`src/rtl/stack_core_pkg.sv`:
```
package stack_core_pkg;

  localparam logic [7:0] OP_PUSH = 8'h01;
  localparam logic [7:0] OP_POP  = 8'h02;
  localparam logic [7:0] OP_ADD  = 8'h03;
  localparam logic [7:0] OP_SUB  = 8'h04;
  localparam logic [7:0] OP_ZERO = 8'h05;
  localparam logic [7:0] OP_INC  = 8'h06;
  localparam logic [7:0] OP_BEQZ = 8'h07;
  localparam logic [7:0] OP_BNEZ = 8'h08;
  localparam logic [7:0] OP_GOTO = 8'h09;
  localparam logic [7:0] OP_HALT = 8'hFF;

  typedef enum logic [3:0] {
    ST_IDLE, ST_FOP, ST_FHI, ST_FLO, ST_EXEC,
    ST_DMEM, ST_SPILL, ST_FILL, ST_HALT
  } seq_state_e;

  typedef enum logic [2:0] {
    SC_NONE, SC_PUSH, SC_POP, SC_POPSET, SC_SET, SC_REFILL, SC_CLEAR
  } stk_cmd_e;

  function automatic logic has_operand(input logic [7:0] op);
    return (op == OP_PUSH) || (op == OP_POP) || (op == OP_BEQZ) ||
           (op == OP_BNEZ) || (op == OP_GOTO);
  endfunction

endpackage

```
`src/rtl/stack_core_alu.sv`:
```
module stack_core_alu
  import stack_core_pkg::*;
#(
  parameter int DW = 32
) (
  input  logic [7:0]    op,
  input  logic [DW-1:0] second,
  input  logic [DW-1:0] top,
  output logic [DW-1:0] result
);
  always_comb begin
    unique case (op)
      OP_SUB:  result = second - top;
      OP_INC:  result = top + DW'(1);
      default: result = second + top;
    endcase
  end
endmodule

```
`src/rtl/stack_core_regs.sv`:
```
module stack_core_regs
  import stack_core_pkg::*;
#(
  parameter int DW      = 32,
  parameter int DEPTH_W = 16
) (
  input  logic               clk,
  input  logic               rst_n,
  input  stk_cmd_e           cmd,
  input  logic [DW-1:0]      val,
  output logic [DW-1:0]      top,
  output logic [DW-1:0]      second,
  output logic [DEPTH_W-1:0] depth
);
  logic [DEPTH_W-1:0] depth_dec;
  assign depth_dec = (depth == '0) ? '0 : depth - DEPTH_W'(1);

  always_ff @(posedge clk or negedge rst_n) begin
    if (!rst_n) begin
      top    <= '0;
      second <= '0;
      depth  <= '0;
    end else begin
      unique case (cmd)
        SC_PUSH: begin
          second <= top;
          top    <= val;
          depth  <= depth + DEPTH_W'(1);
        end
        SC_POP: begin
          top   <= second;
          depth <= depth_dec;
        end
        SC_POPSET: begin
          top   <= val;
          depth <= depth_dec;
        end
        SC_SET:    top    <= val;
        SC_REFILL: second <= val;
        SC_CLEAR:  depth  <= '0;
        default: ;
      endcase
    end
  end
endmodule

```
`src/rtl/stack_core.sv`:
```
module stack_core
  import stack_core_pkg::*;
#(
  parameter int              DW         = 32,
  parameter int              IAW        = 16,
  parameter int              DAW        = 16,
  parameter int              DEPTH_W    = 16,
  parameter logic [DAW-1:0]  SPILL_BASE = DAW'(16'h8000)
) (
  input  logic           clk,
  input  logic           rst_n,
  input  logic           start,
  output logic           halt,
  output logic           imem_valid,
  input  logic           imem_ready,
  output logic [IAW-1:0] imem_addr,
  input  logic [7:0]     imem_rdata,
  output logic           dmem_valid,
  input  logic           dmem_ready,
  output logic           dmem_we,
  output logic [DAW-1:0] dmem_addr,
  output logic [DW-1:0]  dmem_wdata,
  input  logic [DW-1:0]  dmem_rdata
);
  localparam int OPD_W = 16;

  seq_state_e         state, nxt;
  logic [IAW-1:0]     pc;
  logic [7:0]         op;
  logic [OPD_W-1:0]   opd;
  stk_cmd_e           cmd;
  logic [DW-1:0]      val, top, second, alu_y;
  logic [DEPTH_W-1:0] depth;
  logic               deep2, deep3, take;
  logic [DAW-1:0]     spill_addr;

  stack_core_regs #(.DW(DW), .DEPTH_W(DEPTH_W)) u_regs (
    .clk(clk), .rst_n(rst_n), .cmd(cmd), .val(val),
    .top(top), .second(second), .depth(depth)
  );

  stack_core_alu #(.DW(DW)) u_alu (
    .op(op), .second(second), .top(top), .result(alu_y)
  );

  assign deep2      = depth >= DEPTH_W'(2);
  assign deep3      = depth >  DEPTH_W'(2);
  assign spill_addr = SPILL_BASE + DAW'(depth) - DAW'(2);
  assign take       = (op == OP_BEQZ) ? (top == '0) : (top != '0);

  // memory-facing outputs
  assign halt       = (state == ST_HALT);
  assign imem_valid = (state == ST_FOP) || (state == ST_FHI) || (state == ST_FLO);
  assign imem_addr  = pc;
  assign dmem_valid = (state == ST_DMEM) || (state == ST_SPILL) || (state == ST_FILL);
  assign dmem_we    = (state == ST_SPILL) || ((state == ST_DMEM) && (op == OP_POP));
  assign dmem_addr  = (state == ST_DMEM) ? DAW'(opd) : spill_addr;
  assign dmem_wdata = (state == ST_SPILL) ? second : top;

  // sequencer next state and stack command
  always_comb begin
    nxt = state;
    cmd = SC_NONE;
    val = '0;
    unique case (state)
      ST_IDLE, ST_HALT: if (start) begin
        nxt = ST_FOP;
        cmd = SC_CLEAR;
      end
      ST_FOP: if (imem_ready) nxt = has_operand(imem_rdata) ? ST_FHI : ST_EXEC;
      ST_FHI: if (imem_ready) nxt = ST_FLO;
      ST_FLO: if (imem_ready) nxt = ST_EXEC;
      ST_EXEC: begin
        nxt = ST_FOP;
        unique case (op)
          OP_PUSH: nxt = deep2 ? ST_SPILL : ST_DMEM;
          OP_POP:  nxt = ST_DMEM;
          OP_ADD, OP_SUB: begin
            cmd = SC_POPSET;
            val = alu_y;
            nxt = deep3 ? ST_FILL : ST_FOP;
          end
          OP_ZERO: cmd = SC_SET;
          OP_INC: begin
            cmd = SC_SET;
            val = alu_y;
          end
          OP_BEQZ, OP_BNEZ: begin
            cmd = SC_POP;
            nxt = deep3 ? ST_FILL : ST_FOP;
          end
          OP_HALT: nxt = ST_HALT;
          default: ;
        endcase
      end
      ST_SPILL: if (dmem_ready) nxt = ST_DMEM;
      ST_DMEM: if (dmem_ready) begin
        if (op == OP_PUSH) begin
          cmd = SC_PUSH;
          val = dmem_rdata;
          nxt = ST_FOP;
        end else begin
          cmd = SC_POP;
          nxt = deep3 ? ST_FILL : ST_FOP;
        end
      end
      ST_FILL: if (dmem_ready) begin
        cmd = SC_REFILL;
        val = dmem_rdata;
        nxt = ST_FOP;
      end
      default: nxt = ST_IDLE;
    endcase
  end

  // program counter, opcode and operand registers
  always_ff @(posedge clk or negedge rst_n) begin
    if (!rst_n) begin
      state <= ST_IDLE;
      pc    <= '0;
      op    <= '0;
      opd   <= '0;
    end else begin
      state <= nxt;
      unique case (state)
        ST_IDLE, ST_HALT: if (start) pc <= '0;
        ST_FOP: if (imem_ready) begin
          op <= imem_rdata;
          pc <= pc + IAW'(1);
        end
        ST_FHI: if (imem_ready) begin
          opd[15:8] <= imem_rdata;
          pc        <= pc + IAW'(1);
        end
        ST_FLO: if (imem_ready) begin
          opd[7:0] <= imem_rdata;
          pc       <= pc + IAW'(1);
        end
        ST_EXEC: begin
          if (op == OP_GOTO) pc <= IAW'(opd);
          else if (((op == OP_BEQZ) || (op == OP_BNEZ)) && take) pc <= IAW'(opd);
        end
        default: ;
      endcase
    end
  end
endmodule

```
`config.mk`:
```
export PLATFORM = sky130hd
export DESIGN_NAME = stack_core
export DESIGN_NICKNAME = d
export VERILOG_FILES = /design/src/rtl/stack_core_pkg.sv /design/src/rtl/stack_core_alu.sv /design/src/rtl/stack_core_regs.sv /design/src/rtl/stack_core.sv
export SDC_FILE = /design/constraint.sdc
export NUM_CORES = 1
export LEC_CHECK = 0
export BUFFER_PORTS_ARGS = -buffer_cell sky130_fd_sc_hd__buf_2
export CORE_AREA = 5 5 199 201
export CTS_BUF_LIST = sky130_fd_sc_hd__clkbuf_16
export DETAILED_ROUTE_END_ITERATION = 16
export DIE_AREA = 0 0 204 206
export SYNTH_ARGS = -nofsm -noshare
export SYNTH_HDL_FRONTEND = slang
export SYNTH_SLANG_ARGS = --single-unit
```
`constraint.sdc`:
```
create_clock -name clk -period 4.6 [get_ports clk]
set_clock_uncertainty 0.05 [all_clocks]
set_input_delay 0.46 -clock clk [delete_from_list [all_inputs] [get_ports clk]]
set_output_delay 0.46 -clock clk [all_outputs]
set_load 0.03 [all_outputs]
```
==> results of run 1 <==
worst max-delay path: cells and delay by family, from the launching register on:
| family | cells | cell delay, ps |
|---|---|---|
| AO/OA/AOI/OAI | 7 | 1710 |
| AND/OR/NAND/NOR | 5 | 1140 |
| flip-flops | 1 | 400 |
| adder cells (fa/ha/maj) | 1 | 360 |
| buffers and inverters | 1 | 240 |
| XOR/XNOR | 1 | 140 |
worst paths after layout:
check	from	endpoint	slack, ps
max reg2reg	op[7]	u_regs.top[31]	440
max in group asynchronous	rst_n	u_regs.top[10]	3390
min reg2reg	imem_addr[1]	imem_addr[1]	490
max	op[7]	u_regs.top[31]	440
min	rst_n	imem_addr[6]	50
min in group clk	dmem_rdata[31]	u_regs.top[31]	180
layout make-up:
cell class	instances	area [sq um]
Clock buffer	17	425
Clock inverter	15	148
Fill cell	3949	24700
Inverter	56	210
Multi-Input combinational cell	1149	7450
Sequential cell	124	3100
Tap cell	511	639
Timing Repair Buffer	131	709
layout by cell type (no fill, tap or decap), types with 7 or more instances in the layout:
cell type	Yosys	routed
a211oi_1	12	12
a21o_1	25	25
a21oi_1	106	106
a221o_1	33	33
a221oi_1	19	19
a22oi_1	33	33
a31oi_1	13	13
and2_1	35	35
and3_1	13	13
buf_2	10	111
buf_4	3	19
clkbuf_16	0	17
dfrtp_1	124	124
ha_1	69	69
inv_1	56	56
mux2_2	27	27
nand2_1	173	173
nand2b_1	12	12
nand3_1	27	27
nand4_1	13	13
nor2_1	97	95
nor2b_1	12	12
nor3_1	40	40
nor4_1	28	28
o211ai_1	11	11
o21ai_0	153	153
o21bai_1	12	12
o221ai_1	7	7
o22ai_1	7	7
o31ai_1	9	9
xnor2_1	46	46
xor2_1	27	27
power breakdown:
part	internal [mW]	total [mW]	switching, mW	leakage [nW]
Combinational	2.36	6.39	4.03	3.53
Sequential	1.50	2.14	0.644	1.63
Clock	0.794	1.36	0.570	0.274
Total	4.66	9.90	5.24	5.43
state kept, by name (all words and copies together) (netlist names):
signal         flops
op                 8
u_regs.second     32
imem_addr         16
opd               16
state              4
u_regs.depth      16
u_regs.top        32
kinds of logic after synthesis:
kind of cell,Yosys count,synth area share (%)
AOI/OAI and AO/OA,495,29.2
and+or+nand+nor,482,21.0
buffers and inverters,139,5.11
DFF,124,27.9
xor gates and xnor gates,73,5.76
adders and majority gates,71,8.13
muxes,28,2.83
per-layer routing:
metal,up-vias,track usage (%)
met5,-,0
met4,6,5.38
met3,64,4.08
met2,374,30.6
met1,5454,23.5
li1,5339,-
cells in the mapped netlist (7+ instances only):
cell        n  area [sq um]
nor2b_1    12          75.1
a22oi_1    33           248
mux2_2     27           304
o211ai_1   11          82.6
o21ai_0   153           766
a31oi_1    13          81.3
buf_2      10          50.1
a211oi_1   12          90.1
o31ai_1     9          67.6
a221oi_1   19           166
and3_1     13          81.3
dfrtp_1   124          3100
o21bai_1   12          90.1
nand2b_1   12          75.1
nand4_1    13          81.3
a21oi_1   106           531
xnor2_1    46           403
nor4_1     28           175
nor2_1     97           364
nand2_1   173           649
ha_1       69           863
o22ai_1     7          43.8
clkbuf_1   64           240
and2_1     35           219
o221ai_1    7          61.3
nand3_1    27           135
nor3_1     40           200
inv_1      56           210
a221o_1    33           330
xor2_1     27           236
a21o_1     25           188
per-stage QoR:
step                hold WS, ps  cells  worst slack [ps]
floorplan                   114   1412               728
global placement            456   1971               618
detailed placement          474   1971               495
CTS                         136   2003               492
global route                128   2003               140
finish                     54.9   2003               441
==> results, run 1 <==
- The flow ran to the end, and the final reports show no timing, DRC or antenna violations.
- At the later pin of the worst-skew pair, clock insertion delay measures 440 ps.
- For this design, the slowest cell found on the critical path is a2bb2oi_1.
- The Yosys step of the flow raised 0 warnings.
- The slew at the pin closest to its max-slew limit is 1300 ps.
- The final critical path takes up 90.4% of the cycle.
- Counting every net in the synthesized netlist gives 1,528.
- The hold violation total from the final report is 0.
- The first global-routing pass estimated 61,500 um of wire.
- For this design the static power due to leakage is 5.43 nW.
- The H-tree generated during clock tree synthesis spans 4 levels.
- The row count is 71.
- The clock-pin slew reported for the worst setup and hold paths after clock tree synthesis is 70 ps.
- The pin count of the biggest net entering global routing is 96.
- Summed over all failing endpoints, the final setup total negative slack is 0 ps.
- The mean post-synth cell area is 7.87 sq um.
- Among the stages of the critical path, the cell type that occurs most often is nand4_1.
- Across the run, the number of max-cap violations was 0.
- The required time reported for the critical path endpoint is 4880 ps.
- The first-pass iteration count of the detailed router is 5.
- The total non-filler cell area in the finished layout is 12,700 sq um.
- The smallest clock period supported by the final layout is computed as 4160 ps.
- Once the floorplan was initialized, standard cells occupied 29.7% of the core.
- The final count of pins violating max slew came to 0.
- STA classifies the critical path startpoint as a flip-flop.
- The number of I/O pins is 113.
- The mean number of vias per cell is 5.61.
- The worst pin sits at a relative slew slack of 13.4%.
- Wires add up to 38,900 um.
- In this run, CTS created clock tree buffers numbering 17.
- The detailed router finished its first iteration with 902 violations.
- The prevailing post-synth register cell is dfrtp_1.
- The final HPWL from detailed placement is 28,900 um.
- The full die area is 42,000 sq um.
- The detailed-routed wire length on met2 is 18,400 um.
- Power spread over the standard cell area amounts to 780 nW/um^2.
- Input and output buffers added on the ports amount to 112.
- The number of gates resized after cts is 0.
- The via count of the routed design is 11,200.
- On the worst path, the slowest cell contributes a delay of 450 ps.
- The detail route stage leaves a number of antenna-violating nets equal to 0.
- Walking the worst path, the cells encountered are nor4_1, nand4_1, buf_4, and2_1, ha_1, and3_1, nand4_1, a21o_1, a211oi_1, a2bb2oi_1, a31o_2, a21oi_1, xnor2_1, o22ai_1, a211o_1.
- In this run the vertical extent of the chip is 206 um.
- Counting flops with an async set or reset pin after synthesis yields a share of 100%.
- The count of clock tree sinks is 124.
- The path class of the tightest hold or removal check is primary input to asynchronous set/reset pin.
- The detailed router put a total of 17,200 um of wire on met1.
- After detailed routing, the number of remaining DRC violations is 0.
- In the detailed route, the total length drawn on met3 is 2310 um.
- The worst endpoint data arrival time is 4440 ps.
- The number of hold buffers added after CTS was 0.
- At the end of the flow the core is filled with cells to 33.9%.
- The total grt overflow is 0.
- The final net count is 1,595.
- The number of instances in the synthesized netlist is 1,412.
- The number of antenna diodes in the final layout is 0.
- Counting cells, the worst reg-to-reg path comes to 15.
- The initial antenna violation count is 3.
- The number of buffers on the longest clock path is 2.
- Setup repair after global routing left no endpoint under its margin.
- The number of global-route vias before repair is 10,900.
- The root buffer cell is clkbuf_16.
- The synthesized netlist contains 77 unique library cells.
- Yosys mapped a number of flops with a built-in enable equal to 0.
- At the end of routability-driven placement, the weighted congestion stood at 0.943.
- The cell area after technology mapping is 11,100 sq um.
- The peak ir drop on the vdd network is 0.602 mV.
- The top routing layer in use is met5.
- By startpoint and endpoint, the worst setup path is classified as flip-flop to flip-flop.
- The aggregate global-route resource usage is 18.2%.
- The worst setup path is captured at a flip-flop.
- The sequential area share after synthesis is 27.9%.
- Cells with a size suffix above 1 make up 14.0% of the layout.
- The width of the chip is 204 um.
- The core region is 37,400 sq um.
- The area growth from synthesis to layout is 14.2%.
- The number of buffers inserted by post-CTS setup repair is 0.
- In this run the worst path has a maximum fanout of 32.
- Power comes to 9.90 mW.
- Setup violations remaining at the end of the flow were counted as 0.
- After detailed placement, the total cell area comes to 12,100 sq um.
- Dividing the detail-routed wire length by the instance count gives 19.4 um.
- For this run, the top clock speed supported by timing is 240 MHz.
- The clock tree from TritonCTS is yes.
- The total of flip-flops plus latches after synthesis is 124.
Note: power is estimated with default switching activity, not from simulation.
==> run 2: changes to the inputs <==
--- a/config.mk
+++ b/config.mk
@@ -10,6 +10,7 @@
 export CTS_BUF_LIST = sky130_fd_sc_hd__clkbuf_16
 export DETAILED_ROUTE_END_ITERATION = 16
 export DIE_AREA = 0 0 204 206
+export RECOVER_POWER = 25
 export SYNTH_ARGS = -nofsm -noshare
 export SYNTH_HDL_FRONTEND = slang
 export SYNTH_SLANG_ARGS = --single-unit
==> run 2 against run 1 <==
Effect of this change:
- the flow now finishes with violations (max-capacitance violations, max-slew violations)
- sequential power barely moved
- critical path depth did not move
- count of clock-buffer cells in the layout did not move
- flip-flop and latch count did not move
- fmax barely moved
- clock power barely moved
- utilization barely moved
- critical endpoint unchanged
- largest power group unchanged
- highest routed layer unchanged
==> results, run 2 (same netlist as run 1, synthesis figures left out) <==
- The flow ran to the end, but the final reports show violations.
- The final reports fail on max-capacitance violations, max-slew violations.
- The count of buffers from port buffering is 112.
- Pin placement for this block handled 113 I/O pins.
- In this run, post-CTS hold repair placed 0 buffers.
- The final count of pins violating max slew is 96.
- For this run, the top clock speed supported by timing is 241 MHz.
- Counting the buffers created by CTS gives 17.
- The clock tree from TritonCTS is yes.
- The remaining number of nets flagged by the antenna check after routing is 0.
- STA puts the critical path data required time at 4880 ps.
- The first-pass iteration count of the detailed router is 5.
- Net switching is 52.9% of the power.
- The final core utilization is 33.9%.
- The library cell used most frequently in the layout, excluding fill and tap cells, is nand2_1.
- The share of total power in combinational logic is 64.5%.
- The final net count is 1,595.
- The total of max-cap violations is 1.
- The pin count of the biggest net entering global routing is 96.
- Measured along the y axis, the die boundary spans 206 um.
- The internal power of the cells totals 4.66 mW.
- The power density over cell area is 780 nW/um^2.
- Measured in cells, the most critical reg-to-reg path has a length of 15.
- The number of gates resized after cts is 0.
- Setup total negative slack on the finished layout was measured at 0 ps.
- In the final layout, the registers with the most flip-flops are u_regs.second (32), u_regs.top (32).
- The standby leakage power is 5.43 nW.
- Measured against its own limit, the worst slew margin works out to -77.4%.
- The clock-pin slew reported for the worst setup and hold paths after clock tree synthesis is 70 ps.
- The final RePlAce weighted congestion is 0.943.
- The total grt overflow is 0.
- The power after layout is 9.89 mW.
- The floorplan step defined a die boundary enclosing 42,000 sq um.
- The mean number of vias per cell is 5.60.
- In the routed design, unresolved DRC markers number 0.
- At the pin with the least slew margin, the transition time is 2660 ps.
- The critical path endpoint category is a flip-flop.
- The root buffer cell is clkbuf_16.
- The class of the most critical hold timing path is primary input to flip-flop.
- The number of global-route vias before repair is 10,900.
- The aggregate global-route resource usage is 18.2%.
- The post-route fraction of the period consumed by the critical path is 90.4%.
- The H-tree generated during clock tree synthesis spans 4 levels.
- The initial antenna violation count is 3.
- The initial utilization of the core area, before any placement, comes to 29.7%.
- The smallest clock period supported by the final layout is computed as 4160 ps.
- The peak ir drop on the vdd network is 0.601 mV.
- From synthesis to final layout, the design area changed by 14.1%.
- The largest fanout of any net on the critical path is 32.
- The share of layout cells above drive strength 1 is 14.0%.
- Clock latency on the worst-skew pair, taken at its later pin, is 440 ps.
- For this block, the routed nets add up to 38,900 um of wire.
- For this design the total switching power over the nets is 5.23 mW.
- The worst setup path is of the flip-flop to flip-flop kind.
- The worst hold path stage count is 2.
- After legalization and detailed placement, the total HPWL measured 28,900 um.
- The row count is 71.
- The count of clock tree sinks is 124.
- In the layout the commonest cells are nand2_1, o21ai_0, dfrtp_1, buf_2, a21oi_1.
- The worst endpoint data arrival time is 4440 ps.
- The hold violation total from the final report is 0.
- Per report_power, the clock group accounts for 13.8% of the total.
- The repair_antennas step left the layout with diodes totalling 0.
- The first global-routing pass estimated 61,500 um of wire.
- After detailed routing, the average wire length per cell comes to 19.4 um.
- The via count of the routed design is 11,200.
- The core box area is 37,400 sq um.
- The clock passes through at most 2 buffers.
- The first routing iteration left 855 violations.
- Fill cells in the final layout number 3,951.
- Setup violations remaining at the end of the flow were counted as 0.
- In this run the horizontal extent of the chip is 204 um.
- Setup repair after global routing left no endpoint under its margin.
- The nature of the critical path startpoint is a flip-flop.
- Registers are responsible for 21.7% of the overall power.
- Post-CTS timing repair inserted 0 buffers for setup.
-- run 2: cell count changes in the layout (fill, tap and decap cells not counted), sizes merged --
| cell | before | now |
|---|---|---|
| buf | 131 | 130 |
| clkbuf | 17 | 18 |
-- run 2: layout make-up --
type / instances / area, sq um / share of cell area, %
multi-input combinational: 1149 / 7450 / 58.8
sequential: 124 / 3100 / 24.5
timing repair buffer: 131 / 703 / 5.55
tap: 511 / 639 / 5.04
clock buffer: 17 / 425 / 3.36
inverter: 56 / 210 / 1.66
clock inverter: 15 / 148 / 1.16
-- run 2: stage by stage --
stage	cell area, sq um	hold WS, ps	worst slack, ps	instances
after floorplan	11100	114	728	1412
after global placement	12100	456	618	1971
after detailed placement	12100	474	495	1971
after CTS	12700	136	492	2003
after global routing	12700	188	140	2003
final	12700	186	443	2003
-- run 2: worst max-delay path: stages, from the launching register on --
cell       delay, ps
dfrtp_1          400
nor4_1           420
nand4_1          140
buf_4            240
and2_1           190
ha_1             360
and3_1           260
nand4_1          120
a21o_1           190
a211oi_1         360
a2bb2oi_1        450
a31o_2           220
a21oi_1           70
xnor2_1          140
o22ai_1          100
a211o_1          300
-- run 2: worst paths after layout --
kind                           startpoint           endpoint  slack (ps)
setup / recovery                    op[7]     u_regs.top[31]         440
hold / removal             dmem_rdata[31]     u_regs.top[31]         190
setup reg to reg                    op[7]     u_regs.top[31]         440
hold reg to reg              imem_addr[1]       imem_addr[1]         490
max in group asynchronous           rst_n  u_regs.second[11]        2110
min in group asynchronous           rst_n       imem_addr[6]         730
-- run 2: power by group through the flow --
stage | Sequential (mW) | Clock (mW) | Combinational (mW)
floorplan | 1.93 | 0 | 4.84
global placement | 2.14 | 0 | 6.26
detailed placement | 2.14 | 0 | 6.29
CTS | 2.13 | 1.40 | 6.33
global route | 2.20 | 1.45 | 7.00
finish | 2.14 | 1.37 | 6.38
-- run 2: layer usage --
layer	part of all wire, %	track usage [%]	vias up
met4	2.3	5.38	6
met3	6.3	4.08	63
met2	47	30.6	369
met1	44	23.5	5427
met5	0.085	0	-
li1	-	-	5345
==> run 3: changes to the inputs <==
--- a/config.mk
+++ b/config.mk
@@ -5,11 +5,12 @@
 export SDC_FILE = /design/constraint.sdc
 export NUM_CORES = 1
 export LEC_CHECK = 0
+export ABC_AREA = 1
 export BUFFER_PORTS_ARGS = -buffer_cell sky130_fd_sc_hd__buf_2
-export CORE_AREA = 5 5 199 201
+export CORE_AREA = 5 5 218 220
 export CTS_BUF_LIST = sky130_fd_sc_hd__clkbuf_16
 export DETAILED_ROUTE_END_ITERATION = 16
-export DIE_AREA = 0 0 204 206
+export DIE_AREA = 0 0 223 225
 export RECOVER_POWER = 25
 export SYNTH_ARGS = -nofsm -noshare
 export SYNTH_HDL_FRONTEND = slang
==> run 3 against run 2 <==
Effect of this change:
- the flow still finishes with violations (max-capacitance violations, max-slew violations)
- area after synthesis up 21%
- largest cell class unchanged
- global-route usage increased by 1.7 points
- utilization shrank 0.26 points
- sequential share of layout area is 4.0 points lower
- worst setup slack gained 390 ps
==> results, run 3 <==
- The die is 223 um wide.
- The final critical-path setup slack is 835 ps.
- The die is 225 um tall.
- The overall routed net length is 51,000 um.
- The flow ran to the end, but the final reports show violations.
- The number of setup violations in the final report is 0.
- The cell area after technology mapping is 13,400 sq um.
- The type of the worst setup path is flip-flop to flip-flop.
- Entering global routing, the biggest net connects 125 pins.
- The synthesized design spends more area on one cell type than any other, namely nand2_1.
- The post-route netlist has 8.08% of its cells at a drive strength greater than 1.
- Yosys instantiated no cell more often than nand2_1.
- The via count of the routed design is 15,100.
- For this run the aggregate overflow at the end of global routing stands at 0.
- The final net count is 2,529.
- Summed over its instances, the top area cell type makes up 24.0% of the synthesized netlist area.
- Summed over all failing endpoints, the final setup total negative slack is 0 ps.
- The number of global-route vias before repair is 14,600.
- The H-tree was split into 4 levels.
- The core box area is 45,100 sq um.
- The clock passes through at most 2 buffers.
- Summing all non-filler instances in the final layout gives an area of 15,200 sq um.
- The worst setup path is launched from a flip-flop.
- The largest fanout of any net on the critical path is 18.
- The clock-pin slew reported for the worst setup and hold paths after clock tree synthesis is 60 ps.
- Once the floorplan was initialized, standard cells occupied 29.8% of the core.
- The sequential standard cell area is 3100 sq um.
- Setup repair after global routing left no endpoint under its margin.
- The slew at the pin closest to its max-slew limit is 3420 ps.
- In the layout the commonest cells are nand2_1, inv_1, nand3_1, nor2_1, o21ai_0.
- The tool flagged a number of max-cap violations equal to 1.
- The final RePlAce weighted congestion is 0.986.
- The initial antenna violation count came to 7.
- The multi-input combinational cells in the finished layout cover a total of 8430 sq um.
- Once detailed placement completed, the half-perimeter wirelength came to 39,700 um.
- The count of hold buffers inserted by post-cts repair is 0.
- The remaining number of nets flagged by the antenna check after routing is 0.
- The post-layout minimum cycle time is 3770 ps.
- The final count of pins violating max slew came to 125.
- The area growth from synthesis to layout is 13.0%.
- Counting the fill cells in the layout gives 5,036.
- The required time reported for the critical path endpoint is 4880 ps.
- The post-detailed-route DRC marker count is 0.
- TritonCTS built the clock tree.
- The first-pass iteration count of the detailed router is 6.
- The relative slew slack is -128%.
- For the worst-skew pair, the clock arrives at the later sink with an insertion delay of 450 ps.
- In the finished design, the share of the clock period the worst path needs comes to 81.9%.
- The class of the most critical hold timing path is primary input to flip-flop.
- The number of buffers inserted by post-CTS setup repair is 0.
- In the post-synthesis netlist, the biggest area contributors are nand2_1, dfrtp_1, inv_1, nand3_1, ha_1.
- The count of routing violations after the opening detailed-route iteration is 1,338.
- During I/O placement, the number of pins put on the boundary was 113.
- Data arrives at the worst endpoint at 4040 ps.
- The critical path endpoint category is a flip-flop.
- Summing the sequential cell areas from Yosys gives 23.1% of the chip area.
- The commonest non-fill, non-tap cell in the layout is nand2_1.
- After detailed routing, the number of vias per cell comes to 4.99.
- By count the netlist is led by nand2_1, inv_1, nand3_1.
- The fraction of registers with async set or reset after synthesis is 100%.
- The clock drives 124 sinks.
- The mean post-synth cell area is 5.75 sq um.
- The first global-routing pass estimated 80,100 um of wire.
- The number of warnings reported in the yosys synthesis log is 0.
- In this run the tool buffered the top-level ports with 112 buffer cells.
- The die covers 50,200 sq um.
- The number of gates resized after cts is 0.
- The hold violation total from the final report came to 0.
- At the placement stage, the worst setup path has a slack of 911 ps.
- After floorplanning, the core was divided into 78 placement rows.
- Timing would allow up to 266 MHz.
- Counting every net in the synthesized netlist gives 2,449.
- In this run, CTS created clock tree buffers numbering 17.
- The checks that failed: max-capacitance violations, max-slew violations.
- Counting flops with a built-in enable in the synthesized netlist gives 0.
- The number of instances in the synthesized netlist is 2,333.
- The average wire per cell in the routed design is 16.8 um.
- Once placement finished, the instance area stood at 14,600 sq um.
- The largest registers in the layout are u_regs.second (32), u_regs.top (32).
- The root buffer cell is clkbuf_16.
- After synthesis the netlist holds a flip-flop and latch count of 124.
- The prevailing post-synth register cell is dfrtp_1.
- The aggregate global-route resource usage is 19.9%.
- The count of different cell masters after synthesis is 49.
run 3: cell types whose count changed in the layout (fill, tap and decap cells not counted), moves of 24 or more:
cell      previous run  this run
nand3_1             27       202
a221o_1             33         0
o221ai_1             7        32
xnor2_1             46        16
nor2_1              95       175
a21o_1              25         1
inv_1               56       418
a21oi_1            106        47
a22oi_1             33         2
nand2_1            173       859
and2_1              35         5
mux2_2              27         0
run 3: layout make-up:
type / count / share of cell area [%]
tap: 600 / 4.95
sequential: 124 / 20.5
inverter: 428 / 10.6
multi-input combinational: 1717 / 55.6
timing repair buffer: 125 / 4.34
clock buffer: 17 / 2.80
antenna: 2 / 0.0330
clock inverter: 15 / 1.25
run 3: stage by stage:
step,utilization (%),hold slack [ps],cells
floorplan,-,114,2333
global placement,32.3,416,2994
detailed placement,32.3,423,2994
CTS,33.7,117,3026
global route,33.6,232,3026
finish,33.6,218,3028
run 3: worst paths after layout:
path | from | to | slack (ps) | cells past startpoint
max | op[7] | u_regs.top[14] | 830 | 20
min | dmem_rdata[14] | u_regs.second[14] | 220 | 3
max reg2reg | op[7] | u_regs.top[14] | 830 | 20
min reg2reg | opd[12] | opd[12] | 430 | 2
max in group asynchronous | rst_n | u_regs.top[24] | 1330 | 2
min in group asynchronous | rst_n | imem_addr[9] | 1180 | 2
run 3: routing by layer:
layer / vias to the layer above / routed length, um / global-route usage, %
li1: 7481 / - / -
met1: 7025 / 22400 / 26.4
met2: 521 / 23200 / 32.7
met3: 72 / 4070 / 4.52
met4: 10 / 1130 / 5.75
met5: - / 70 / 0
run 3: worst max-delay path: stages, from the launching register on:
cell      delay (ps)
dfrtp_1          400
nor2_2           120
nand3_2          130
nor2_2           200
nand2_1          160
inv_1            390
buf_4            350
nor2_1            70
ha_1             340
nand2_1          120
inv_1             60
nand2_1          110
inv_1             70
a21oi_1          140
nand2_1          170
xnor2_1          250
nand2_1           80
o211ai_1         180
nand2_1           90
nand2_1           70
nand2_1           70
run 3: logic make-up (layout without fill, tap and decap cells):
kind of cell	after synthesis	after routing	synth area share (%)
AND/OR/NAND/NOR	1332	1332	41.4
buffers and inverters	492	585	14.1
AO/OA/AOI/OAI	261	261	11.2
flip-flops	124	124	23.1
adder cells (fa/ha/maj)	71	71	6.73
XOR/XNOR	53	53	3.46
other	0	2	0
Power of run 3 is left out: the tool's default activity adds up to more than one toggle a clock period on the data nets, which glitch-free logic cannot reach.
